==> src/rtl/sram_bus_ctrl_pkg.sv <==
package sram_bus_ctrl_pkg;

  typedef enum logic [2:0] {
    ST_IDLE,
    ST_WSET,
    ST_WLOW,
    ST_WEND,
    ST_RACC,
    ST_TURN
  } ctrl_st_e;

  typedef struct packed {
    logic ce1_n;
    logic ce2;
    logic oe_n;
    logic we_n;
    logic dq_oe;
  } pin_t;

  localparam pin_t PINS_DESEL = '{ce1_n: 1'b1, ce2: 1'b0, oe_n: 1'b1, we_n: 1'b1, dq_oe: 1'b0};

endpackage

==> src/rtl/sram_ctrl_seq.sv <==
module sram_ctrl_seq
  import sram_bus_ctrl_pkg::*;
#(
  parameter int WLOW_CYC   = 2,
  parameter int ACCESS_CYC = 2,
  parameter int TURN_CYC   = 1,
  parameter int CNT_W      = 4
) (
  input  logic             clk_i,
  input  logic             rst_ni,
  input  logic             accept_i,
  input  logic             is_write_i,
  output ctrl_st_e         st_q_o,
  output ctrl_st_e         st_d_o,
  output logic [CNT_W-1:0] cnt_d_o,
  output logic             rd_last_o
);

  ctrl_st_e         st_q, st_d;
  logic [CNT_W-1:0] cnt_q, cnt_d;

  localparam logic [CNT_W-1:0] WLOW_LAST = CNT_W'(WLOW_CYC - 1);
  localparam logic [CNT_W-1:0] ACC_LAST  = CNT_W'(ACCESS_CYC - 1);
  localparam logic [CNT_W-1:0] TURN_LAST = CNT_W'(TURN_CYC - 1);

  always_comb begin
    st_d  = st_q;
    cnt_d = cnt_q + 1'b1;
    unique case (st_q)
      ST_IDLE: begin
        cnt_d = '0;
        if (accept_i) st_d = is_write_i ? ST_WSET : ST_RACC;
      end
      ST_WSET: begin
        st_d  = ST_WLOW;
        cnt_d = '0;
      end
      ST_WLOW: if (cnt_q == WLOW_LAST) begin
        st_d  = ST_WEND;
        cnt_d = '0;
      end
      ST_WEND: begin
        st_d  = ST_IDLE;
        cnt_d = '0;
      end
      ST_RACC: if (cnt_q == ACC_LAST) begin
        st_d  = ST_TURN;
        cnt_d = '0;
      end
      ST_TURN: if (cnt_q == TURN_LAST) begin
        st_d  = ST_IDLE;
        cnt_d = '0;
      end
      default: begin
        st_d  = ST_IDLE;
        cnt_d = '0;
      end
    endcase
  end

  always_ff @(posedge clk_i or negedge rst_ni) begin
    if (!rst_ni) begin
      st_q  <= ST_IDLE;
      cnt_q <= '0;
    end else begin
      st_q  <= st_d;
      cnt_q <= cnt_d;
    end
  end

  assign st_q_o    = st_q;
  assign st_d_o    = st_d;
  assign cnt_d_o   = cnt_d;
  assign rd_last_o = (st_q == ST_RACC) && (cnt_q == ACC_LAST);

endmodule

==> src/rtl/sram_ctrl_pins.sv <==
module sram_ctrl_pins
  import sram_bus_ctrl_pkg::*;
#(
  parameter int WLOW_CYC  = 2,
  parameter int SETUP_CYC = 1,
  parameter int CNT_W     = 4
) (
  input  logic             clk_i,
  input  logic             rst_ni,
  input  ctrl_st_e         st_d_i,
  input  logic [CNT_W-1:0] cnt_d_i,
  output pin_t             pins_o
);

  // driver turns on for the trailing SETUP_CYC cycles of the strobe (index >= 1)
  localparam logic [CNT_W-1:0] DQ_ON = CNT_W'(WLOW_CYC - SETUP_CYC);

  pin_t pins_d, pins_q;

  always_comb begin
    pins_d = PINS_DESEL;
    unique case (st_d_i)
      ST_WSET: begin
        pins_d.ce1_n = 1'b0;
        pins_d.ce2   = 1'b1;
      end
      ST_WLOW: begin
        pins_d.ce1_n = 1'b0;
        pins_d.ce2   = 1'b1;
        pins_d.we_n  = 1'b0;
        pins_d.dq_oe = (cnt_d_i >= DQ_ON);
      end
      ST_WEND: begin
        pins_d.ce1_n = 1'b0;
        pins_d.ce2   = 1'b1;
        pins_d.dq_oe = 1'b1;
      end
      ST_RACC: begin
        pins_d.ce1_n = 1'b0;
        pins_d.ce2   = 1'b1;
        pins_d.oe_n  = 1'b0;
      end
      default: pins_d = PINS_DESEL;
    endcase
  end

  always_ff @(posedge clk_i or negedge rst_ni) begin
    if (!rst_ni) pins_q <= PINS_DESEL;
    else         pins_q <= pins_d;
  end

  assign pins_o = pins_q;

endmodule

==> src/rtl/sram_ctrl_dpath.sv <==
module sram_ctrl_dpath #(
  parameter int ADDR_W = 17,
  parameter int DATA_W = 8
) (
  input  logic              clk_i,
  input  logic              rst_ni,
  input  logic              accept_i,
  input  logic [ADDR_W-1:0] req_addr_i,
  input  logic [DATA_W-1:0] req_wdata_i,
  input  logic              rd_last_i,
  input  logic [DATA_W-1:0] mem_dq_i,
  output logic [ADDR_W-1:0] mem_addr_o,
  output logic [DATA_W-1:0] mem_dq_o,
  output logic              rd_valid_o,
  output logic [DATA_W-1:0] rd_data_o
);

  always_ff @(posedge clk_i or negedge rst_ni) begin
    if (!rst_ni) begin
      mem_addr_o <= '0;
      mem_dq_o   <= '0;
    end else if (accept_i) begin
      mem_addr_o <= req_addr_i;
      mem_dq_o   <= req_wdata_i;
    end
  end

  always_ff @(posedge clk_i or negedge rst_ni) begin
    if (!rst_ni) begin
      rd_valid_o <= 1'b0;
      rd_data_o  <= '0;
    end else begin
      rd_valid_o <= rd_last_i;
      if (rd_last_i) rd_data_o <= mem_dq_i;
    end
  end

endmodule

==> src/rtl/sram_bus_ctrl.sv <==
module sram_bus_ctrl
  import sram_bus_ctrl_pkg::*;
#(
  parameter int ADDR_W     = 17,
  parameter int DATA_W     = 8,
  parameter int ACCESS_CYC = 2,
  parameter int WPULSE_CYC = 2,
  parameter int SETUP_CYC  = 1,
  parameter int TURN_CYC   = 1
) (
  input  logic              clk_i,
  input  logic              rst_ni,
  input  logic              req_valid_i,
  output logic              req_ready_o,
  input  logic              req_write_i,
  input  logic [ADDR_W-1:0] req_addr_i,
  input  logic [DATA_W-1:0] req_wdata_i,
  output logic              rd_valid_o,
  output logic [DATA_W-1:0] rd_data_o,
  output logic              mem_ce1_n_o,
  output logic              mem_ce2_o,
  output logic              mem_oe_n_o,
  output logic              mem_we_n_o,
  output logic [ADDR_W-1:0] mem_addr_o,
  output logic [DATA_W-1:0] mem_dq_o,
  input  logic [DATA_W-1:0] mem_dq_i,
  output logic              mem_dq_oe_o
);

  localparam int WLOW_CYC = (WPULSE_CYC > SETUP_CYC) ? WPULSE_CYC : SETUP_CYC + 1;
  localparam int MAX_A    = (WLOW_CYC > ACCESS_CYC) ? WLOW_CYC : ACCESS_CYC;
  localparam int MAX_CYC  = (MAX_A > TURN_CYC) ? MAX_A : TURN_CYC;
  localparam int CNT_W    = $clog2(MAX_CYC + 1);

  ctrl_st_e         st_q, st_d;
  logic [CNT_W-1:0] cnt_d;
  logic             rd_last, accept;
  pin_t             pins;

  assign req_ready_o = (st_q == ST_IDLE);
  assign accept      = req_valid_i && req_ready_o;

  sram_ctrl_seq #(
    .WLOW_CYC(WLOW_CYC), .ACCESS_CYC(ACCESS_CYC), .TURN_CYC(TURN_CYC), .CNT_W(CNT_W)
  ) u_seq (
    .clk_i, .rst_ni,
    .accept_i  (accept),
    .is_write_i(req_write_i),
    .st_q_o    (st_q),
    .st_d_o    (st_d),
    .cnt_d_o   (cnt_d),
    .rd_last_o (rd_last)
  );

  sram_ctrl_pins #(
    .WLOW_CYC(WLOW_CYC), .SETUP_CYC(SETUP_CYC), .CNT_W(CNT_W)
  ) u_pins (
    .clk_i, .rst_ni,
    .st_d_i (st_d),
    .cnt_d_i(cnt_d),
    .pins_o (pins)
  );

  sram_ctrl_dpath #(.ADDR_W(ADDR_W), .DATA_W(DATA_W)) u_dpath (
    .clk_i, .rst_ni,
    .accept_i   (accept),
    .req_addr_i,
    .req_wdata_i,
    .rd_last_i  (rd_last),
    .mem_dq_i,
    .mem_addr_o,
    .mem_dq_o,
    .rd_valid_o,
    .rd_data_o
  );

  assign mem_ce1_n_o = pins.ce1_n;
  assign mem_ce2_o   = pins.ce2;
  assign mem_oe_n_o  = pins.oe_n;
  assign mem_we_n_o  = pins.we_n;
  assign mem_dq_oe_o = pins.dq_oe;

endmodule

==> config.mk <==
export PLATFORM = sky130hd
export DESIGN_NAME = sram_bus_ctrl
export DESIGN_NICKNAME = d
export VERILOG_FILES = /design/src/rtl/sram_bus_ctrl_pkg.sv /design/src/rtl/sram_ctrl_seq.sv /design/src/rtl/sram_ctrl_pins.sv /design/src/rtl/sram_ctrl_dpath.sv /design/src/rtl/sram_bus_ctrl.sv
export SDC_FILE = /design/constraint.sdc
export NUM_CORES = 1
export LEC_CHECK = 0
export CAP_MARGIN = 20
export CORE_ASPECT_RATIO = 0.6
export CORE_MARGIN = 1
export CORE_UTILIZATION = 30
export CTS_CLUSTER_DIAMETER = 200
export CTS_CLUSTER_SIZE = 14
export DETAILED_ROUTE_END_ITERATION = 10
export GPL_ROUTABILITY_DRIVEN = 0
export MAX_ROUTING_LAYER = met4
export PLACE_DENSITY = 0.59
export REMOVE_ABC_BUFFERS = 1
export SETUP_SLACK_MARGIN = 0.4
export SKIP_LAST_GASP = 1
export SYNTH_ARGS = -nofsm -noshare
export SYNTH_HDL_FRONTEND = slang
export SYNTH_SLANG_ARGS = --single-unit
==> constraint.sdc <==
create_clock -name clk_i -period 3.1 [get_ports clk_i]
set_clock_uncertainty 0.15 [all_clocks]
set_input_delay 0.93 -clock clk_i [delete_from_list [all_inputs] [get_ports clk_i]]
set_output_delay 0.93 -clock clk_i [all_outputs]
set_load 0.1 [all_outputs]
==> run metrics, run 1 <==
WL/cell=13.2 um; Via density=4.37; Ant. Diodes=0; Final Cycle Share=0.797; Routed Antenna Nets=0; XOR/XNOR Fraction of Synth Area=0.0190; Met2 Routed Length=1680 um; critical path startpoint=u_seq.st_q_o[0]$_DFF_PN0_; dpl hpwl=2710 um; setup_tns=0 ns; Area Overhead vs Synth=43.5%; final-report hold violation count=0; Worst-path clk slew=0.08 ns; final WL=3680 um; area share of and/or/nand/nor cells after synthesis=0.0725; CTS root buf=clkbuf_8; Port Buffers=76; die span in y=62.8 um; Core Box Area=5750 um^2; post-synthesis compound-gate area fraction=0.0258; Max-Cap Viols=0; first-pass GRT wire length=5810 um; Initial Util=0.321; CTS tree=done; DRC viols=0; flop and latch count out of synthesis=44; number of global-route vias before repair=1272; pin count of the biggest net entering global routing=45; Slew @ Worst Pin=0.552 ns; most frequent cells in the layout=41 x dfrtp_1, 40 x buf_4, 35 x clkdlybuf4s50_1; Ys Warns=0; outcome=finished, final reports clean; Setup violations, final=0; Syn Inst Count=119; crit path max fanout=11; Worst Path Arrival=1.39 ns; Max Slew Vio Count=0; RSZ-0062 raised after global routing=false; hold_ws=0.360 ns; post_cts resized=0; crit path capture type=output port; Rel. slew slack=0.632; syn_area_per_cell=15.5 um^2; R2R Path Start=u_seq.st_q_o[0]$_DFF_PN0_; top post-synthesis cells by area=dfrtp_1 56%, mux2_2 20%, dfstp_2 4.3%; H-tree lvl count=2; number of buffers created by CTS=5; cell taking the most area after synthesis=dfrtp_1; Post-Layout Cell Count=278; Vias=1215; postcts setup bufs=0; Detailed Route Iter0 Violations=25; metal3 WL=352 um; Synth top area share=0.556; adder and majority gate portion of the synthesized area=0.0271; Achievable Freq=405 MHz; clk_lat worst skew=0.28 ns; Nets=238; Hold/Removal Path Class=register to register; ratio of cells with drive above 1 in the final layout=0.460; Top Metal Used=met3; CP startpoint kind=register; Met1 Wirelength=1650 um; clk sinks=44; placed insts=269; grt ovf=0; num rows=21; die area=6480 um^2; Seq/Total Area, Yosys=0.599; critical path class=register to output port; # hold bufs at CTS=0; GRT Util Overall=0.120; die span in x=103 um; largest family of logic cells by synthesized area=multiplexers; mux share of post-synthesis cell area=0.207; 1st-pass router iterations=4; clock period minus worst slack=2.47 ns; Mapped Area=1850 um^2; CTS Buffer Depth=2; initial antenna violation count=0; Hold Path Origin=u_dpath.mem_dq_o[2]$_DFFE_PN0P_; I/O pins=77; fill count=523; worst endpoint required time=2.02 ns; Netlist cell types=28; commonest non-fill, non-tap cell in the layout=dfrtp_1
-- worst paths after layout --
path,to,slack [ns],cells after the start
min in group asynchronous,u_dpath.mem_addr_o[0]$_DFFE_PN0P_,0.48,1
setup / recovery,req_ready_o,0.63,2
max in group asynchronous,u_pins.pins_o[1]$_DFF_PN1_,1.74,2
setup reg to reg,u_dpath.mem_addr_o[14]$_DFFE_PN0P_,1.26,3
hold / removal,u_dpath.mem_dq_o[2]$_DFFE_PN0P_,0.36,1
hold reg to reg,u_dpath.mem_dq_o[2]$_DFFE_PN0P_,0.36,1
-- cell type report --
type | count | area, um^2 | share of cell area
clock buffers | 8 | 100 | 0.0378
inverters | 3 | 11.3 | 0.00425
multi-input cells | 66 | 648 | 0.245
flip-flops and latches | 44 | 1100 | 0.417
well taps | 80 | 100 | 0.0378
repair buffers | 77 | 683 | 0.258
-- layer usage --
layer	track usage	vias to the layer above
met2	0.191	54
met1	0.149	596
li1	-	565
met4	0.0158	0
met3	0.0470	0
met5	-	-
-- flip-flops by register name, indices dropped and copies added, names as in the netlist --
signal,count
u_dpath.rd_data_o,8
u_dpath.rd_valid_o,1
u_seq.cnt_q,2
u_pins.pins_o,5
u_dpath.mem_addr_o,17
u_seq.st_q_o,3
u_dpath.mem_dq_o,8
-- critical path, stage by stage (launching register included) --
cell	delay (ns)
dfrtp_1	0.55
nor3_4	0.24
buf_4	0.32
-- cell usage after synthesis --
| cell | number |
|---|---|
| a21oi_1 | 1 |
| a21oi_2 | 1 |
| and2_4 | 1 |
| buf_12 | 2 |
| buf_4 | 1 |
| buf_6 | 3 |
| dfrtp_1 | 41 |
| dfstp_2 | 3 |
| ha_1 | 4 |
| inv_1 | 3 |
| mux2_2 | 33 |
| mux2i_1 | 1 |
| nand2_1 | 5 |
| nand2b_1 | 2 |
| nand3b_1 | 1 |
| nand4bb_2 | 1 |
| nor2_1 | 2 |
| nor2b_1 | 1 |
| nor3_2 | 1 |
| nor3_4 | 2 |
| nor3b_1 | 1 |
| o21bai_1 | 1 |
| o22ai_1 | 1 |
| o32ai_1 | 1 |
| o41a_1 | 1 |
| or3_1 | 1 |
| xnor2_1 | 3 |
| xor2_1 | 1 |
-- per-stage QoR --
stage          area (um^2)   util  setup slack, ns
2_1_floorplan         1760      -            0.669
3_3_place_gp          2520  0.438            0.639
3_5_place_dp          2520  0.438            0.591
4_1_cts               2620  0.455            0.613
5_1_grt               2650  0.460            0.551
6_report              2650  0.460            0.630
-- cells by family (layout without fill, tap and decap cells) --
logic type | Yosys count | count (layout)
flops | 44 | 44
mux | 34 | 34
fa+ha+maj | 4 | 4
compound gates | 6 | 6
buf+inv | 9 | 88
simple gates | 18 | 18
xor+xnor | 4 | 4
Power of run 1 is left out: the tool's default activity adds up to more than one toggle a clock period on the data nets, which glitch-free logic cannot reach.
==> inputs of run 2 (changes only) <==
clock period = 2.55 ns   (was 3.1 ns; I/O delays follow)
==> run metrics, run 2 (synthesis gave the netlist of run 1 again) <==
post-place instance area=2590 um^2; Top reg by flops=u_dpath.mem_addr_o; max FFs per register=17; largest registers=u_dpath.mem_addr_o x17, u_dpath.mem_dq_o x8, u_dpath.rd_data_o x8; fin util=0.469; fill count=514; GRT Util Overall=0.133; crit path max fanout=2; worst endpoint required time=1.64 ns; initial antenna violation count=0; CP max stage cell=dfrtp_2; reg2reg setup slack=0.73 ns; pin count of the biggest net entering global routing=45; CTS Buffer Depth=2; 1st-pass router iterations=4; CP top delay family=flip-flops; clk_lat worst skew=0.29 ns; crit path cell chain=nor3_4, buf_12; Ant. Diodes=0; final-report hold violation count=0; dpl hpwl=2780 um; Place WS=0.197 ns; I/O pins=77; commonest non-fill, non-tap cell in the layout=buf_4; CTS tree=done; CP startpoint kind=register; Max Slew Vio Count=0; CP endpoint=req_ready_o; R2R Path Start=u_seq.cnt_q[1]$_DFF_PN0_; Levels on crit path=2; final WL=3950 um; grt ovf=0; Max-Cap Viols=0; critical path startpoint=u_seq.st_q_o[2]$_DFF_PN0_; Routed Antenna Nets=0; Reg2Reg Depth=5; die area=6480 um^2; H-tree lvl count=2; first-pass GRT wire length=6360 um; Area Overhead vs Synth=46.2%; Final Cycle Share=0.822; Hold/Removal Path Class=input pin to asynchronous set/reset pin; Core Box Area=5750 um^2; final instance area=2700 um^2; final setup margin=0.454 ns; Achievable Freq=477 MHz; Worst Path Arrival=1.18 ns; Port Buffers=76; CP max stage delay=0.43 ns; setup_tns=0 ns; Vias=1243; die span in y=62.8 um; crit path capture type=output port; Via density=4.42; Detailed Route Iter0 Violations=19; WL/cell=14.1 um; RSZ-0062 raised after global routing=true; Setup violations, final=0; number of global-route vias before repair=1303; Multi-input gate area=648 um^2; Reg area=1110 um^2; most frequent cells in the layout=39 x buf_4, 38 x dfrtp_1, 35 x clkdlybuf4s50_1; Slew @ Worst Pin=0.495 ns; Worst-path clk slew=0.08 ns; ratio of cells with drive above 1 in the final layout=0.478; Initial Util=0.321; num rows=21; R2R Path End=u_dpath.rd_data_o[5]$_DFFE_PN0P_; die span in x=103 um; CTS root buf=clkbuf_8; outcome=finished, final reports clean; Rel. slew slack=0.669; clk sinks=44; number of buffers created by CTS=5; Nets=241; sum of buffers and inverters on the critical path=1; critical path class=register to output port; DRC viols=0; # hold bufs at CTS=0; clock period minus worst slack=2.10 ns
run 2: cell type report:
class                      count  area share
clock inverter                 1     0.00186
tap                           80      0.0371
multi-input combinational     66       0.240
timing repair buffer          80       0.277
inverter                       3     0.00417
sequential                    44       0.411
clock buffer                   7      0.0283
run 2: how the worst min path moves through the flow:
stage	start	end	slack (ns)
2_1_floorplan	rst_ni	u_dpath.mem_addr_o[0]$_DFFE_PN0P_	0.32
3_3_place_gp	u_dpath.mem_addr_o[8]$_DFFE_PN0P_	u_dpath.mem_addr_o[8]$_DFFE_PN0P_	0.34
3_5_place_dp	u_dpath.mem_addr_o[4]$_DFFE_PN0P_	u_dpath.mem_addr_o[4]$_DFFE_PN0P_	0.35
4_1_cts	rst_ni	u_dpath.mem_dq_o[5]$_DFFE_PN0P_	0.30
5_1_grt	rst_ni	u_dpath.mem_addr_o[9]$_DFFE_PN0P_	0.31
6_report	rst_ni	u_dpath.mem_addr_o[0]$_DFFE_PN0P_	0.29
run 2: routing by layer:
metal	vias up	GRT usage	share of wire
met1	611	0.171	0.47
met4	0	0.0370	0.0053
met2	55	0.198	0.44
met5	-	-	0
met3	4	0.0447	0.085
li1	573	-	-
run 2: metrics by stage:
step / hold slack, ns / std cells
finish: 0.292 / 281
global route: 0.307 / 281
CTS: 0.295 / 281
detailed placement: 0.349 / 270
global placement: 0.341 / 270
floorplan: 0.319 / 113
run 2: what timing repair did:
| action | 4_1_cts | 5_1_grt |
|---|---|---|
| resized for setup | 3 | 0 |
| endpoints found under the hold margin | 0 | 0 |
| endpoints found under the setup margin | 1 | 1 |
| pin swaps | 1 | 0 |
| buffers inserted | 3 | 0 |
Power of run 2 is left out for the same reason.
